[config.mk]
export PLATFORM = sky130hd
export DESIGN_NAME = switch_guard_seq
export DESIGN_NICKNAME = d
export VERILOG_FILES = /design/src/rtl/sg_pkg.sv /design/src/rtl/sg_timer.sv /design/src/rtl/sg_accum.sv /design/src/rtl/switch_guard_seq.sv
export SDC_FILE = /design/constraint.sdc
export NUM_CORES = 1
export LEC_CHECK = 0
export ABC_AREA = 1
export BUFFER_PORTS_ARGS = -buffer_cell sky130_fd_sc_hd__buf_4
export CORE_AREA = 5 5 104 106
export CTS_BUF_LIST = sky130_fd_sc_hd__clkbuf_16
export DETAILED_ROUTE_END_ITERATION = 16
export DIE_AREA = 0 0 109 111
export PLACE_DENSITY = 0.6
export SLEW_MARGIN = 30
export SYNTH_ARGS = -nofsm -noshare
export SYNTH_HDL_FRONTEND = slang
export SYNTH_SLANG_ARGS = --single-unit
[constraint.sdc]
create_clock -name clk -period 3.8 [get_ports clk]
set_input_delay 0 -clock clk [delete_from_list [all_inputs] [get_ports clk]]
set_output_delay 0 -clock clk [all_outputs]
set_load 0.01 [all_outputs]
[src/rtl/sg_pkg.sv]
package sg_pkg;

    typedef enum logic [1:0] {
        CLS_NONE   = 2'd0,
        CLS_GATE   = 2'd1,
        CLS_COLL   = 2'd2,
        CLS_SUPPLY = 2'd3
    } flt_cls_e;

    typedef enum logic [1:0] {
        SUB1 = 2'd0,
        SUB2 = 2'd1,
        SUB3 = 2'd2
    } sub_e;

    typedef struct packed {
        logic     mode_on;
        sub_e     sub;
        logic     ctrl;
        logic     lock;
        logic     hold;
        logic     goff_bad;
        logic     gi_arm;
        logic     gi_seen;
        logic     evt;
        flt_cls_e cls;
    } seq_st_t;

endpackage

[src/rtl/sg_timer.sv]
module sg_timer #(
    parameter int LIMIT = 4
) (
    input  logic clk,
    input  logic rst_n,
    input  logic restart_i,
    output logic expired_o
);
    localparam int CW = (LIMIT < 2) ? 1 : $clog2(LIMIT + 1);
    localparam logic [CW-1:0] LIM = CW'(LIMIT);

    logic [CW-1:0] cnt_d, cnt_q;

    always_comb begin
        cnt_d = cnt_q;
        if (restart_i)        cnt_d = '0;
        else if (cnt_q != LIM) cnt_d = cnt_q + 1'b1;
    end

    always_ff @(posedge clk or negedge rst_n) begin
        if (!rst_n) cnt_q <= '0;
        else        cnt_q <= cnt_d;
    end

    assign expired_o = (cnt_q == LIM);
endmodule

[src/rtl/sg_accum.sv]
module sg_accum #(
    parameter int W = 10
) (
    input  logic           clk,
    input  logic           rst_n,
    input  logic           clr_i,
    input  logic           add_i,
    input  logic [W-1:0]   data_i,
    output logic           last_o,
    output logic [W+1:0]   total_o
);
    localparam int SW = W + 2;

    logic [1:0]    cnt_d, cnt_q;
    logic [SW-1:0] sum_d, sum_q;

    assign total_o = sum_q + SW'(data_i);
    assign last_o  = add_i && (cnt_q == 2'd3);

    always_comb begin
        cnt_d = cnt_q;
        sum_d = sum_q;
        if (clr_i || last_o) begin
            cnt_d = '0;
            sum_d = '0;
        end else if (add_i) begin
            cnt_d = cnt_q + 2'd1;
            sum_d = total_o;
        end
    end

    always_ff @(posedge clk or negedge rst_n) begin
        if (!rst_n) begin
            cnt_q <= '0;
            sum_q <= '0;
        end else begin
            cnt_q <= cnt_d;
            sum_q <= sum_d;
        end
    end
endmodule

[src/rtl/switch_guard_seq.sv]
module switch_guard_seq
    import sg_pkg::*;
#(
    parameter int ADC_W      = 10,
    parameter int SC_CYC     = 200,
    parameter int GATE_CYC   = 1000,
    parameter int GI_CYC     = 25,
    parameter int SC_TH      = 340,
    parameter int OVL_TH     = 400,
    parameter int VGE_ON_LO  = 700,
    parameter int VGE_ON_HI  = 900,
    parameter int VGE_OFF_LO = 100,
    parameter int VGE_OFF_HI = 300
) (
    input  logic             clk,
    input  logic             rst_n,
    input  logic             ctrl_i,
    input  logic             smp_valid_i,
    input  logic [ADC_W-1:0] vce_full_i,
    input  logic [ADC_W-1:0] vce_fine_i,
    input  logic [ADC_W-1:0] vge_i,
    input  logic             gi_flag_i,
    input  logic             sup_ok_i,
    output logic             drv_en_o,
    output logic             flt_evt_o,
    output logic [1:0]       flt_cls_o,
    output logic             flt_hold_o
);
    localparam int SUM_W  = ADC_W + 2;
    localparam int NTMR   = 3;
    localparam int T_SC   = 0;
    localparam int T_GATE = 1;
    localparam int T_GI   = 2;

    localparam logic [SUM_W-1:0] SC_SUM = SUM_W'(SC_TH * 4);
    localparam logic [ADC_W-1:0] OVL_C  = ADC_W'(OVL_TH);
    localparam logic [ADC_W-1:0] ON_LO  = ADC_W'(VGE_ON_LO);
    localparam logic [ADC_W-1:0] ON_HI  = ADC_W'(VGE_ON_HI);
    localparam logic [ADC_W-1:0] OFF_LO = ADC_W'(VGE_OFF_LO);
    localparam logic [ADC_W-1:0] OFF_HI = ADC_W'(VGE_OFF_HI);

    localparam seq_st_t RST_ST = '{
        mode_on: 1'b0, sub: SUB1, ctrl: 1'b0, lock: 1'b0, hold: 1'b0,
        goff_bad: 1'b0, gi_arm: 1'b0, gi_seen: 1'b0, evt: 1'b0, cls: CLS_NONE
    };

    function automatic int tmr_limit(int idx);
        case (idx)
            T_SC:    return SC_CYC;
            T_GATE:  return GATE_CYC;
            default: return GI_CYC;
        endcase
    endfunction

    seq_st_t q, d;

    logic             ctl_edge;
    logic [NTMR-1:0]  tmr_exp;
    logic             acc_add;
    logic             acc_last;
    logic [SUM_W-1:0] acc_total;
    logic             chk_ok;
    logic             smp_ok;
    logic             flt_lat;
    flt_cls_e         lat_cls;

    assign ctl_edge = (ctrl_i != q.ctrl);

    // Short-circuit delay, gate settling and gate-current window timers
    for (genvar g = 0; g < NTMR; g++) begin : g_tmr
        sg_timer #(.LIMIT(tmr_limit(g))) i_tmr (
            .clk       (clk),
            .rst_n     (rst_n),
            .restart_i (ctl_edge),
            .expired_o (tmr_exp[g])
        );
    end

    assign chk_ok  = !q.lock && !q.hold && !ctl_edge;
    assign smp_ok  = smp_valid_i && !ctl_edge;
    assign acc_add = smp_ok && chk_ok && q.mode_on && (q.sub == SUB1) && tmr_exp[T_SC];

    sg_accum #(.W(ADC_W)) i_accum (
        .clk     (clk),
        .rst_n   (rst_n),
        .clr_i   (ctl_edge),
        .add_i   (acc_add),
        .data_i  (vce_full_i),
        .last_o  (acc_last),
        .total_o (acc_total)
    );

    always_comb begin
        d       = q;
        d.ctrl  = ctrl_i;
        d.evt   = 1'b0;
        d.cls   = CLS_NONE;
        flt_lat = 1'b0;
        lat_cls = CLS_NONE;

        if (ctl_edge) begin
            d.mode_on  = ctrl_i;
            d.sub      = SUB1;
            d.goff_bad = 1'b0;
            d.gi_arm   = !q.lock;
            d.gi_seen  = 1'b0;
        end else begin
            if (gi_flag_i) d.gi_seen = 1'b1;
            if (q.gi_arm && tmr_exp[T_GI]) begin
                d.gi_arm = 1'b0;
                if (!q.gi_seen && !gi_flag_i && chk_ok) begin
                    flt_lat = 1'b1;
                    lat_cls = CLS_GATE;
                end
            end
            if (q.mode_on) begin
                if (q.sub == SUB1 && acc_last) begin
                    if (acc_total > SC_SUM) begin
                        flt_lat = 1'b1;
                        lat_cls = CLS_COLL;
                    end else begin
                        d.sub = SUB2;
                    end
                end
                if (q.sub == SUB2 && tmr_exp[T_GATE]) d.sub = SUB3;
                if (smp_ok && chk_ok && q.sub != SUB1 && vce_fine_i > OVL_C) begin
                    flt_lat = 1'b1;
                    lat_cls = CLS_COLL;
                end
                if (smp_ok && chk_ok && q.sub == SUB3 && (vge_i < ON_LO || vge_i > ON_HI)) begin
                    flt_lat = 1'b1;
                    lat_cls = CLS_GATE;
                end
            end else begin
                if (q.sub == SUB1 && tmr_exp[T_GATE]) d.sub = SUB2;
                if (smp_ok && q.sub == SUB2) d.goff_bad = (vge_i < OFF_LO) || (vge_i > OFF_HI);
            end
        end

        d.hold = !sup_ok_i || d.goff_bad;

        if (flt_lat) begin
            d.evt = 1'b1;
            d.cls = lat_cls;
        end
        if (d.hold && !q.hold) begin
            d.evt = 1'b1;
            d.cls = CLS_SUPPLY;
        end

        d.lock = flt_lat || d.hold || (q.lock && !(!ctrl_i && !d.hold));
    end

    always_ff @(posedge clk or negedge rst_n) begin
        if (!rst_n) q <= RST_ST;
        else        q <= d;
    end

    assign drv_en_o   = !q.lock;
    assign flt_evt_o  = q.evt;
    assign flt_cls_o  = q.cls;
    assign flt_hold_o = q.hold;
endmodule

==> impl_metrics.json <==
{
  "max_freq_mhz": 423,
  "critical_path_class": "flop to flop",
  "grt_pass1_vias": 2929,
  "start_kind": "flop",
  "syn_area_um2": 3260,
  "wl_per_cell_um": 11.6,
  "worstPathMaxFanout": 4,
  "worstPathArrival_ns": 2.54,
  "chipWidth_um": 109,
  "yosysWarnings": 0,
  "grt_pass1_wl_um": 12900,
  "wl_um": 7280,
  "ys_types": 40,
  "timing.final.crit_period_ns": 2.36,
  "drv_slew": 0,
  "dieHeight_um": 111,
  "ir_drop_mv": 0.166,
  "viasPerCell": 4.66,
  "io_buffers": 40,
  "slew_headroom_pct": 56.7,
  "synth_area_per_cell_um2": 7.24,
  "placed_area_um2": 3690,
  "synth_edf_count": 0,
  "rows": 36,
  "grt-ovfl-total": 0,
  "hold_violations": 0,
  "setup_viol": 0,
  "io_pins": 41,
  "tightest_slew_ns": 0.650,
  "antenna_found_initial": 0,
  "initial_core_util_pct": 33.6,
  "powerDensity_nw_per_um2": 319,
  "finalNetCount": 549,
  "grt_usage_pct": 13.0,
  "grt_max_degree": 50,
  "drt_iter0_drc": 86,
  "ant_nets": 0,
  "clk-insertion-delay-late_ns": 0.29,
  "critPathCaptureType": "flop",
  "cts_tree": "yes",
  "cts_inserted_buffers": 5,
  "drive_above_1_share_pct": 17.1,
  "cp.required_ns": 3.98,
  "die_area_um2": 12100,
  "rsz0062_at_grt": "no",
  "stdcell_area_um2": 3880,
  "antenna_cells": 0,
  "dp_hpwl_um": 5670,
  "area_delta_synth_final_pct": 19.0,
  "drc_errors": 0,
  "ys_seq_elements": 49,
  "post-route-period-util_pct": 62.2,
  "cts_max_path_buffers": 2,
  "finClkSkew_ns": 0.00436,
  "root_buffer": "clkbuf_16",
  "synthArstFlopShare_pct": 100,
  "cts_sinks": 49,
  "maxCapViolCount": 0,
  "p_leak_uw": 0.00198,
  "status": "finished clean",
  "synth_ff_type": "dfrtp_1",
  "core-area_um2": 9680,
  "yosysSeqAreaShare_pct": 37.6,
  "hold_class": "primary input to flop",
  "htreeDepth": 2,
  "via_count": 2931,
  "drt_first_pass_iters": 4,
  "gp_congestion": 0.819,
  "syn_nets": 504,
  "tns_ns": 0,
  "cts_setup_buffers": 0,
  "clk_pin_slew_worst_paths_ns": 0.07,
  "synth_cells": 450
}
[layout make-up]
type | instances | area (µm²)
repair buffers | 44 | 340
clock buffers | 5 | 125
multi-input cells | 325 | 1730
flip-flops and latches | 49 | 1230
inverters | 70 | 263
fillers | 1010 | 5810
well taps | 133 | 166
clock inverters | 3 | 25.0
[cell families after synthesis]
group                    synth area share (%)
AO/OA/AOI/OAI                            9.80
adder cells (fa/ha/maj)                  7.15
AND/OR/NAND/NOR                          35.1
XOR/XNOR                                 1.08
flip-flops                               37.6
buffers and inverters                    9.22
[routing by layer]
layer  global-route usage [%]  vias to the layer above  part of all wire (%)
met2                     21.4                       51                    48
met4                     4.80                        0                   1.9
li1                         -                     1551                     -
met1                     16.7                     1316                    46
met5                        0                        -                     0
met3                     2.56                       13                   4.5
[cells in the mapped netlist, types with 2 or more instances]
| master | number | area [µm²] |
|---|---|---|
| nand2_1 | 114 | 428 |
| o22ai_1 | 2 | 12.5 |
| a31oi_1 | 2 | 12.5 |
| inv_1 | 64 | 240 |
| nor3_1 | 14 | 70.1 |
| a211oi_1 | 2 | 15.0 |
| dfrtp_1 | 49 | 1230 |
| nand2_2 | 14 | 87.6 |
| nand3_2 | 2 | 20.0 |
| nor2_2 | 7 | 43.8 |
| a21oi_2 | 2 | 17.5 |
| nand4_1 | 9 | 56.3 |
| a21oi_1 | 16 | 80.1 |
| nor2_1 | 36 | 135 |
| ha_1 | 17 | 213 |
| nand3b_1 | 2 | 15.0 |
| nor3b_1 | 2 | 15.0 |
| o21ai_0 | 24 | 120 |
| clkbuf_1 | 3 | 11.3 |
| xor2_1 | 2 | 17.5 |
| or2_2 | 2 | 12.5 |
| nand3_1 | 38 | 190 |
| inv_2 | 6 | 22.5 |
| xnor2_1 | 2 | 17.5 |
| a22o_1 | 3 | 26.3 |
| buf_4 | 2 | 15.0 |
[worst max-delay path: stages (launching register included)]
cell	delay (ns)
dfrtp_1	0.39
ha_1	0.25
fa_1	0.45
xor2_1	0.19
nor3_1	0.14
nand3_1	0.13
nor3_2	0.18
nand3_1	0.12
nand2_1	0.09
nand2_1	0.06
nand2_1	0.08
nand2_1	0.07
nand2_1	0.06
nand2_1	0.05
[timing repair]
action	CTS	global route
hold buffers	4	0
gates resized for setup	0	0
hold endpoints to repair	53	0
[layout by cell type (no fill, tap or decap), types with 3 or more instances in the layout]
cell type	n
dfrtp_1	49
nand2_1	114
nand4_1	9
inv_1	64
ha_1	17
nor2_2	7
buf_4	40
nand2_2	14
inv_2	6
clkbuf_16	5
a21oi_1	16
dlygate4sd3_1	4
nor3_1	14
nand3_1	38
nor2_1	36
a22o_1	3
o21ai_0	24
[worst paths after layout]
check,slack [ns],depth (start not counted),from,to
max in group asynchronous,3.10,2,rst_n,i_accum.sum_q[7]$_DFFE_PN0P_
hold / removal,0.05,5,vge_i[9],q[5]$_DFF_PN0_
min in group asynchronous,0.26,2,rst_n,g_tmr[1].i_tmr.cnt_q[7]$_DFFE_PN0P_
setup / recovery,1.44,13,i_accum.sum_q[0]$_DFFE_PN0P_,q[9]$_DFFE_PN0P_
hold reg to reg,0.48,2,i_accum.sum_q[9]$_DFFE_PN0P_,i_accum.sum_q[9]$_DFFE_PN0P_
setup reg to reg,1.44,13,i_accum.sum_q[0]$_DFFE_PN0P_,q[9]$_DFFE_PN0P_
[flip-flops by register name, indices dropped and copies added, names as in the netlist]
| register | flops |
|---|---|
| flt_cls_o | 2 |
| flt_evt_o | 1 |
| flt_hold_o | 1 |
| g_tmr.i_tmr.cnt_q | 23 |
| i_accum.cnt_q | 2 |
| i_accum.sum_q | 12 |
| q | 8 |
[metrics by stage]
stage / instances / hold slack (ns) / setup WS [ns] / util [%] / power (µW)
6_report: 629 / 0.0478 / 1.44 / 40.0 / 1240
5_1_grt: 629 / 0.0835 / 1.20 / 40.0 / 1310
4_1_cts: 629 / 0.0379 / 1.43 / 40.0 / 1250
3_5_place_dp: 617 / 0.0783 / 1.46 / 38.1 / 782
3_3_place_gp: 617 / 0.0723 / 1.51 / 38.1 / 778
2_1_floorplan: 450 / -0.296 / 1.66 / - / 704
[power by group]
group          switching (µW)  total [µW]  internal (µW)
Clock                     213         463            249
Combinational             116         198           82.3
Sequential               23.3         575            552
Total                     353        1240            883
No activity file was read; power rests on OpenSTA's default activity.
